<file path="src/rtl/slice_alu_pkg.sv">
package slice_alu_pkg;

  // Gated operands presented to one cell's full adder.
  typedef struct packed {
    logic xa;   // A bit, possibly inverted
    logic yb;   // B bit, or 0 when blocked
    logic zc;   // incoming carry, or 0 in logical mode
  } cell_terms_t;

  // Position of each control within the select code.
  localparam int unsigned SEL_INV_A = 0;
  localparam int unsigned SEL_USE_B = 1;

  function automatic cell_terms_t gate_terms(input logic a_bit, input logic b_bit,
                                             input logic c_bit, input logic mode,
                                             input logic [1:0] sel);
    cell_terms_t t;
    t.xa = a_bit ^ sel[SEL_INV_A];
    t.yb = b_bit & sel[SEL_USE_B];
    t.zc = c_bit & mode;
    return t;
  endfunction

  function automatic logic fa_sum(input cell_terms_t t);
    return t.xa ^ t.yb ^ t.zc;
  endfunction

  function automatic logic fa_carry(input cell_terms_t t);
    return (t.xa & t.yb) | (t.zc & (t.xa ^ t.yb));
  endfunction

endpackage

</file>
<file path="src/rtl/slice_alu_cell.sv">
module slice_alu_cell
  import slice_alu_pkg::*;
(
  input  logic       mode,
  input  logic [1:0] sel,
  input  logic       a_bit,
  input  logic       b_bit,
  input  logic       c_in,
  output logic       f_bit,
  output logic       c_out
);

  cell_terms_t terms;

  always_comb begin
    terms = gate_terms(a_bit, b_bit, c_in, mode, sel);
    f_bit = fa_sum(terms);
    c_out = fa_carry(terms);
  end

endmodule

</file>
<file path="src/rtl/slice_alu_chain.sv">
module slice_alu_chain #(
  parameter int unsigned WIDTH = 4
) (
  input  logic             mode,
  input  logic [1:0]       sel,
  input  logic             cin,
  input  logic [WIDTH-1:0] opa,
  input  logic [WIDTH-1:0] opb,
  output logic [WIDTH-1:0] res,
  output logic [WIDTH:0]   carry
);

  assign carry[0] = cin;

  for (genvar i = 0; i < WIDTH; i++) begin : g_cell
    slice_alu_cell u_cell (
      .mode  (mode),
      .sel   (sel),
      .a_bit (opa[i]),
      .b_bit (opb[i]),
      .c_in  (carry[i]),
      .f_bit (res[i]),
      .c_out (carry[i+1])
    );
  end

endmodule

</file>
<file path="src/rtl/slice_alu.sv">
module slice_alu #(
  parameter int unsigned WIDTH = 4
) (
  input  logic             mode,
  input  logic [1:0]       sel,
  input  logic             cin,
  input  logic [WIDTH-1:0] opa,
  input  logic [WIDTH-1:0] opb,
  output logic [WIDTH-1:0] res,
  output logic             cout
);

  localparam int unsigned CW = WIDTH + 1;

  // Ripple carries, exposed as a named wire for inspection.
  logic [CW-1:0] carry_chain;

  slice_alu_chain #(.WIDTH(WIDTH)) u_chain (
    .mode  (mode),
    .sel   (sel),
    .cin   (cin),
    .opa   (opa),
    .opb   (opb),
    .res   (res),
    .carry (carry_chain)
  );

  // Top carry counts only in arithmetic mode.
  assign cout = mode & carry_chain[CW-1];

endmodule

</file>
<file path="config.mk">
export PLATFORM = sky130hd
export DESIGN_NAME = slice_alu
export DESIGN_NICKNAME = d
export VERILOG_FILES = /design/src/rtl/slice_alu_pkg.sv /design/src/rtl/slice_alu_cell.sv /design/src/rtl/slice_alu_chain.sv /design/src/rtl/slice_alu.sv
export SDC_FILE = /design/constraint.sdc
export NUM_CORES = 1
export LEC_CHECK = 0
export BUFFER_PORTS_ARGS = -buffer_cell sky130_fd_sc_hd__clkbuf_2
export CAP_MARGIN = 25
export CELL_PAD_IN_SITES_DETAIL_PLACEMENT = 2
export CELL_PAD_IN_SITES_GLOBAL_PLACEMENT = 2
export CORE_AREA = 2 2 39 41
export DETAILED_ROUTE_END_ITERATION = 10
export DIE_AREA = 0 0 41 43
export PLACE_DENSITY = 0.63
export SYNTH_ARGS = -nofsm -noshare
export SYNTH_HDL_FRONTEND = slang
export SYNTH_SLANG_ARGS = --single-unit
</file>
<file path="constraint.sdc">
create_clock -name vclk -period 3.85
set_input_delay 0.77 -clock vclk [all_inputs]
set_output_delay 0.77 -clock vclk [all_outputs]
set_load 0.01 [all_outputs]
</file>
### Word level (Yosys, flattened, before mapping)

Cells that the tools add are included.

| word-level totals | value |
|---|---|
| logic and storage cells | 33 |
| bits of input ports | 12 |
| output and inout port bits | 5 |
| register bits after elaboration | 0 |

| operators by class | value |
|---|---|
| bitwise logic cells | 33 |

Operators by type and width:

| operator | count |
|---|---|
| $and 1x1->1 | 17 |
| $xor 1x1->1 | 12 |
| $or 1x1->1 | 4 |

### Logic depth before layout (Yosys ltp)

Gate-level depths: netlist (run 1).

| logic depth | value |
|---|---|
| depth after elaboration | 14 |
| mapped depth | 10 |
| mapped depth without buffers | 9 |

### Hierarchy

A second synthesis (run 1) with hierarchy kept.

| unflattened totals | value |
|---|---|
| cell total of the unflattened synthesis | 18 |
| area, all modules | 178.9 um2 |

Modules (own cells, without submodules):

| module | times used | area an instance (um2) | cells each | seq. area each (um2) |
|---|---|---|---|---|
| slice_alu_cell | 4 | 41.3 | 4 | 0.0 |
| slice_alu_chain | 1 | 7.5 | 1 | 0.0 |
| slice_alu | 1 | 6.3 | 1 | 0.0 |

### Worst setup path after synthesis (run 1)

No wires, ideal clock.

| timing path | value |
|---|---|
| path kind | in2out |
| start | in sel[0] |
| end | out res[3] |
| buffers on the path | 1 |
| cell stages on the path | 10 |
| setup slack | 0.106 ns |
| arrival time | 2.974 ns |
| required time | 3.080 ns |
| cells stage by stage | xor2_1 > fa_1 > and2_1 > fa_1 > and2_1 > fa_1 > nand2_1 > fa_1 > inv_1 > buf_4 |

| between the ends | value |
|---|---|
| cells in the longest elaborated chain, start to end | 12 |
| elaborated cells on any way between the ends | 21 |
| classes of those cells | 21 x bitwise |

Ends and longest elaborated chain:

| element | RTL line | source |
|---|---|---|
| from (decl) | slice_alu.sv:5 | `input logic [1:0] sel,` |
| $xor 1x1->1 | slice_alu_pkg.sv:18 | `t.xa = a_bit ^ sel[SEL_INV_A];` |
| $xor 1x1->1 | slice_alu_pkg.sv:29 | `return (t.xa & t.yb) \| (t.zc & (t.xa ^ t.yb));` |
| $and 1x1->1 | slice_alu_pkg.sv:29 |  |
| $or 1x1->1 | slice_alu_pkg.sv:29 |  |
| $and 1x1->1 | slice_alu_pkg.sv:20 | `t.zc = c_bit & mode;` |
| $and 1x1->1 | slice_alu_pkg.sv:29 |  |
| $or 1x1->1 | slice_alu_pkg.sv:29 |  |
| $and 1x1->1 | slice_alu_pkg.sv:20 |  |
| $and 1x1->1 | slice_alu_pkg.sv:29 |  |
| $or 1x1->1 | slice_alu_pkg.sv:29 |  |
| $and 1x1->1 | slice_alu_pkg.sv:20 |  |
| $xor 1x1->1 * | slice_alu_pkg.sv:25 | `return t.xa ^ t.yb ^ t.zc;` |
| to (decl) | slice_alu.sv:9 | `output logic [WIDTH-1:0] res,` |

Every way passes the cells marked *; elsewhere a longest branch is shown, timed or not.

### Worst setup path in the final report (run 1)

| timing path | value |
|---|---|
| start | in mode |
| end | out res[3] |

| between the ends | value |
|---|---|
| cells in the longest elaborated chain, start to end | 11 |

Ends and longest elaborated chain:

| element | RTL line | source |
|---|---|---|
| from (decl) | slice_alu.sv:4 | `input logic mode,` |
| $and 1x1->1 | slice_alu_pkg.sv:20 |  |
| $and 1x1->1 | slice_alu_pkg.sv:29 |  |
| $or 1x1->1 | slice_alu_pkg.sv:29 |  |
| $and 1x1->1 | slice_alu_pkg.sv:20 |  |
| $and 1x1->1 | slice_alu_pkg.sv:29 |  |
| $or 1x1->1 | slice_alu_pkg.sv:29 |  |
| $and 1x1->1 | slice_alu_pkg.sv:20 |  |
| $and 1x1->1 | slice_alu_pkg.sv:29 |  |
| $or 1x1->1 | slice_alu_pkg.sv:29 |  |
| $and 1x1->1 * | slice_alu_pkg.sv:20 |  |
| $xor 1x1->1 * | slice_alu_pkg.sv:25 |  |

Marks and branches as above.

==> metrics.txt, run 1 <==
DRC Markers=0; filler instances=168; DRT Pass-1 Iters=1; most frequent cells in the layout=clkbuf_2, and2_4, and2_1, fa_2, buf_4; Die Ht=43 microns; final setup fails=0; core area=1380 sq um; critical path arrival=around 3000 ps; Leak=0.157 nW; clock buf count=0; Largest delay share family, worst path=adder cells; Initial Util=between 10% and 20%; WP buf/inv=3; critical path launch point type=primary input; worst hold path type=primary input to output port; RSZ-0062 raised after global routing=false; Avg Cell Area, Syn=9.10 sq um; # diodes=0; post-route ant nets=0; share of layout cells above drive strength 1=between 70 and 80%; Vias=191; setup bufs post-CTS=0; Worst Path Required=around 3100 ps; Placer Congestion=0.603; largest net degree at the start of global routing=6; final cycle utilization of the critical path=98.4%; Via density=3.60; maxcap violations=0; Seq/Total Area, Yosys=0%; Tmin final=roughly 3800 ps; critical path type=primary input to output port; synth warn=0; Rel. slew slack=between 80% and 90%; vias in the first global route=205; outcome=finished, final reports clean; FF+latch count=0; most common cell after layout, fill and taps aside=clkbuf_2; Syn Nets=38; Peak Freq=0.264 GHz; die area=1760 sq um; Post-Route M1 WL=162 microns; Setup Total Neg Slack=0 ps; top-level I/O count=17; Starting DRT DRC Count=0; CP peak stage delay=410 ps; gr ovfl total=0; Final Max Tran Viols=0; CP Capture Type=output port; initial antenna violation count=0; DP HPWL=533 microns; final hold viol count=0; cells after synthesis=22; post-layout net count=55; Pwr Density=141 nW/um^2; top sig layer=met3; CP max FO=5; slowest CP cell=fa_1; Total Wirelength=around 600 microns; global-route wire length before repair=931 microns; post-synthesis cell area=200 sq um; worst slew pin tran=228 ps; metal2 WL=roughly 440 microns; synth unique cells=8; DR WL/cell=11.5 microns; WL met3=10 microns; Die Width=between 40 and 50 microns; IO Port Bufs=17; site row count=14; FF+latch area=0 sq um; GRT Total Usage=under 10%; synthesis-to-layout area growth=58.8%; CP Cell Sequence=buf_4 > and2_4 > fa_2 > and2_4 > fa_2 > and2_4 > fa_2 > nand2_2 > fa_1 > inv_1 > buf_2; total power=44.7 uW; final hold slack=1910 ps; peak supply drop=around 19 uV; # hold bufs at CTS=0
-- synth_stat cells --
library cell  number  share of area (%)
xnor2_1            1                4.4
buf_4              4                 15
and2_1             6                 19
nor2b_1            1                3.1
nand2_1            2                3.8
fa_1               4                 40
inv_1              1                1.9
xor2_1             3                 13
-- power breakdown --
part	total, mW	internal, mW	switching, mW
Sequential	0	0	0
Combinational	0.0447	0.0226	0.0221
Clock	0	0	0
Total	0.0447	0.0226	0.0221
-- cells by family (layout without fill, tap and decap cells) --
logic type / Yosys count / in the layout / share of synthesized area [%]
xor gates and xnor gates: 4 / 4 / 17.5
adders and majority gates: 4 / 4 / 40.0
buffers and inverters: 5 / 20 / 16.9
and+or+nand+nor: 9 / 9 / 25.6
-- metrics by stage --
| stage | utilization [%] | setup WS, ps | std cells | area, sq um |
|---|---|---|---|---|
| floorplan | - | 106 | 22 | 200 |
| finish | 23.0 | 61.9 | 53 | 318 |
| detailed placement | 21.0 | -112 | 53 | 290 |
| CTS | 22.6 | 12.8 | 53 | 313 |
| global route | 23.0 | 4.46 | 53 | 318 |
| global placement | 21.0 | -96.5 | 53 | 290 |
-- metal layers --
| metal | track usage, % | vias up |
|---|---|---|
| li1 | - | 91 |
| met1 | 6.75 | 97 |
| met4 | 0 | 0 |
| met3 | 0 | 0 |
| met5 | 0 | - |
| met2 | 17.8 | 3 |
-- final cells by class --
type                            instances  area, sq um  area share, %
Multi-Input combinational cell         17          191           60.2
Timing Repair Buffer                   19          103           32.3
Inverter                                1         3.75           1.18
Tap cell                               16         20.0           6.30
-- repair_timing --
item / 4_1_cts / 5_1_grt
setup endpoints to repair: 1 / 1
pin swaps: 5 / 3
cloned: 0 / 0
resized for setup: 7 / 4
-- path summary, 6_finish.rpt --
| path | to | cells after the start | slack [ps] | from |
|---|---|---|---|---|
| worst max-delay path | res[3] | 11 | 60 | mode |
| worst min-delay path | cout | 3 | 1910 | mode |
No activity file was read; power rests on OpenSTA's default activity.
==> run 2, diff against run 1 <==
PLACE_DENSITY = 0.61   (was 0.63)
clock period = 3.6 ns   (was 3.85 ns; I/O delays follow)
==> metrics.txt, run 2 (synthesis gave the netlist of run 1 again) <==
IO Port Bufs=17 (unchanged); Initial Util=14.5% (unchanged); Sw Share=46.9% (-2.5 points); core area=1380 sq um (unchanged); outcome=finished with violations; placed cell areas=290 sq um (unchanged); failing checks=setup timing; final setup fails=1 (+1); Peak Freq=0.275 GHz; part of the power in registers=0% (unchanged); Rel. slew slack=84.6% (-0.17 points); CP Capture Type=output port; Setup Total Neg Slack=-40.7 ps (-40.7 ps); Total Wirelength=481 microns (-21%); setup bufs post-CTS=0 (unchanged); top-level I/O count=17 (unchanged); critical path type=primary input to output port; Via density=3.45 (-4.2%); Logic pwr share=100.0% (about the same); post-layout net count=55 (unchanged); slowest CP cell=fa_1; P_sw=22.3 uW (+0.78%); utilization after layout=24.2% (+1.3 points); final cycle utilization of the critical path=101%; Placer Congestion=0.622 (+3.0%); worst slew pin tran=229 ps (+1.70 ps); most frequent cells in the layout=clkbuf_2, and2_4, and2_1, fa_2; Final Max Tran Viols=0 (unchanged); largest net degree at the start of global routing=6 (unchanged); Tmin final=3640 ps; initial antenna violation count=0 (unchanged); FF+latch count=0 (unchanged); hold_sp=mode; DR WL/cell=9.08 microns (-21%); DRC Markers=0 (unchanged); die area=1760 sq um (unchanged); global-route wire length before repair=745 microns (-20%); Starting DRT DRC Count=1 (+1); Pwr Density=142 nW/um^2 (+0.58%); critical path arrival=2920 ps (-100 ps); DRT Pass-1 Iters=2 (+1); Vias=183 (-4.2%); Design Area, Final=335 sq um (+5.5%); Worst Path Required=2880 ps (-200 ps); RSZ-0062 raised after global routing=true; final hold slack=1800 ps (-109 ps); internal power consumption=25.2 uW (+11%); Hold Path End=cout; share of layout cells above drive strength 1=73.0% (unchanged); CP peak stage delay=410 ps (about the same); Die Ht=43 microns (unchanged); setup ws final=-40.7 ps (-103 ps); # diodes=0 (unchanged); critical path launch point type=primary input; FF+latch area=0 sq um (unchanged); most common cell after layout, fill and taps aside=clkbuf_2; synthesis-to-layout area growth=67.5%; Leak=0.165 nW (+4.8%); site row count=14 (unchanged); gr ovfl total=0 (unchanged); Die Width=41 microns (unchanged); Clk pwr share=0% (unchanged); CP Cell Sequence=clkbuf_16 > and2_4 > fa_2 > and2_4 > fa_2 > and2_4 > fa_2 > nand2_2 > fa_1 > inv_1 > buf_2; hold-critical path depth=3 (unchanged); maxcap violations=0 (unchanged); # hold bufs at CTS=0 (unchanged); worst hold path type=primary input to output port; GRT Total Usage=5.94% (-1.9 points); vias in the first global route=188 (-8.3%); clock buf count=0 (unchanged); peak supply drop=24.7 uV (+32%); CP max FO=5 (unchanged); final hold viol count=0 (unchanged); post-route ant nets=0 (unchanged)
[run 2: cell count changes in the layout (fill, tap and decap cells not counted), sizes merged]
| cell | change |
|---|---|
| clkbuf | +1 |
| buf | -1 |
[run 2: through the flow]
stage               worst slack, ps  total power, mW  std cells
floorplan                     0.843           0.0338         22
global placement               -210           0.0425         53
detailed placement             -232           0.0430         53
CTS                            -131           0.0491         53
global route                   -121           0.0542         53
finish                        -40.7           0.0475         53
[run 2: timing repair]
action	CTS	global route
resized for setup	11	1
setup endpoints to repair	1	1
pin swaps	6	4
endpoints found under the hold margin	0	0
[run 2: worst max-delay path by stage]
stage	startpoint	end	cells past startpoint
global route	mode	res[3]	11
floorplan	sel[0]	res[3]	10
finish	mode	res[3]	11
detailed placement	sel[0]	res[3]	11
global placement	sel[0]	res[3]	11
CTS	mode	res[3]	11
[run 2: power groups by stage]
stage | registers (mW) | clock network, mW | logic (mW)
2_1_floorplan | 0 | 0 | 0.0338
3_3_place_gp | 0 | 0 | 0.0425
3_5_place_dp | 0 | 0 | 0.0430
4_1_cts | 0 | 0 | 0.0491
5_1_grt | 0 | 0 | 0.0542
6_report | 0 | 0 | 0.0475
[run 2: worst max-delay path, delay by kind of cell]
kind,cells,cell delay (ps)
fa+ha+maj,4,1410
buf+inv,3,310
simple gates,4,480
[run 2: cell type report]
class	count	area, sq um
fill	171	1050
multi-input combinational	17	191
inverter	1	3.75
tap	16	20.0
timing repair buffer	19	120
[run 2: layer usage]
layer / GRT usage (%) / routed length [microns] / up-vias
met1: 6.15 / 163 / 88
met5: 0 / 0 / -
met4: 0 / 0 / 0
met3: 0 / 9 / 0
met2: 12.5 / 307 / 4
li1: - / - / 91
==> run 3, diff against run 2 <==
clock period = 3.7 ns   (was 3.6 ns; I/O delays follow)
==> metrics.txt, run 3 (synthesis gave the netlist of run 1 again) <==
Worst Path Required=2960 ps (+80 ps); critical path arrival=2930 ps (about the same); Tmin final=3670 ps; final cycle utilization of the critical path=99.3%; final hold viol count=0 (unchanged); most common cell after layout, fill and taps aside=clkbuf_2; Vias=192 (+4.9%); outcome=finished, final reports clean; critical path launch point type=primary input; FF+latch count=0 (unchanged); critical path type=primary input to output port; worst hold path type=primary input to output port; post-layout net count=55 (unchanged); site row count=14 (unchanged); peak supply drop=17.6 uV (-29%); Setup Total Neg Slack=0 ps (+40.7 ps); GRT Total Usage=6.41% (+0.48 points); largest net degree at the start of global routing=6 (unchanged); CP max FO=5 (unchanged); Hold Path End=cout; die area=1760 sq um (unchanged); gr ovfl total=0 (unchanged); FF+latch area=0 sq um (unchanged); Total Wirelength=506 microns (+5.2%); IO Port Bufs=17 (unchanged); DRC Markers=0 (unchanged); synthesis-to-layout area growth=66.2%; # diodes=0 (unchanged); core area=1380 sq um (unchanged); setup bufs post-CTS=0 (unchanged); maxcap violations=0 (unchanged); most frequent cells in the layout=clkbuf_2, and2_4, and2_1, fa_2; Die Width=41 microns (unchanged); initial antenna violation count=0 (unchanged); worst slew pin tran=234 ps (+4.73 ps); hold-critical path depth=3 (unchanged); top-level I/O count=17 (unchanged); Final Max Tran Viols=0 (unchanged); final hold slack=1840 ps (+38.1 ps); # hold bufs at CTS=0 (unchanged); Design Area, Final=333 sq um (-0.75%); Starting DRT DRC Count=0 (-1); Via density=3.62 (+4.9%); placed cell areas=290 sq um (unchanged); Initial Util=14.5% (unchanged); vias in the first global route=202 (+7.4%); hold_sp=mode; Rel. slew slack=84.3% (-0.26 points); clock buf count=0 (unchanged); RSZ-0062 raised after global routing=true; Die Ht=43 microns (unchanged); share of layout cells above drive strength 1=73.0% (unchanged); Peak Freq=0.272 GHz; global-route wire length before repair=807 microns (+8.3%); final setup fails=0 (-1); DRT Pass-1 Iters=1 (-1); DR WL/cell=9.55 microns (+5.2%); Placer Congestion=0.582 (-6.4%); Leak=0.163 nW (-1.3%); Pwr Density=138 nW/um^2 (-2.2%); CP Capture Type=output port; post-route ant nets=0 (unchanged)
run 3: cell types whose count changed in the layout (fill, tap and decap cells not counted):
cell	change
clkbuf_16	-1
clkbuf_2	-1
clkbuf_8	+2
run 3: critical path, stage by stage:
cell	delay (ps)
clkbuf_8	120
and2_4	140
fa_2	360
and2_4	140
fa_2	320
and2_4	140
fa_2	330
nand2_2	70
fa_1	400
inv_1	50
buf_2	120
run 3: where the power goes:
group | internal, mW | switching (mW) | leakage [nW] | total [mW]
clock network | 0 | 0 | 0 | 0
registers | 0 | 0 | 0 | 0
logic | 0.0243 | 0.0218 | 0.163 | 0.0461
run 3: what timing repair did:
| item | 4_1_cts | 5_1_grt |
|---|---|---|
| pin swaps | 7 | 3 |
| setup endpoints to repair | 1 | 1 |
| cloned | 0 | 0 |
| hold endpoints to repair | 0 | 0 |
| gates resized for setup | 11 | 1 |
run 3: how the worst max path moves through the flow:
| stage | from | depth (start not counted) | end |
|---|---|---|---|
| 3_5_place_dp | sel[0] | 11 | res[3] |
| 6_report | mode | 11 | res[3] |
| 2_1_floorplan | sel[0] | 10 | res[3] |
| 4_1_cts | mode | 11 | res[3] |
| 5_1_grt | mode | 11 | res[3] |
| 3_3_place_gp | sel[0] | 11 | res[3] |
run 3: final cells by class:
cell class | instances | area (sq um)
inverter | 1 | 3.75
fill | 180 | 1050
tap | 16 | 20.0
multi-input combinational | 17 | 191
timing repair buffer | 19 | 118
run 3: routing by layer:
layer  global-route usage, %  part of all wire, %  wire length [microns]
met1                    6.39                   31                    157
met2                    13.8                   66                    333
met3                       0                  3.2                     16
met4                       0                    0                      0
met5                       0                    0                      0
run 3: per-stage QoR:
step	setup WS, ps	utilization [%]	std cells	power, mW
floorplan	15.9	-	22	0.0330
global placement	-221	21.0	53	0.0414
detailed placement	-207	21.0	53	0.0424
CTS	-25.8	24.1	53	0.0480
global route	-59.1	24.1	53	0.0538
finish	26.3	24.1	53	0.0461
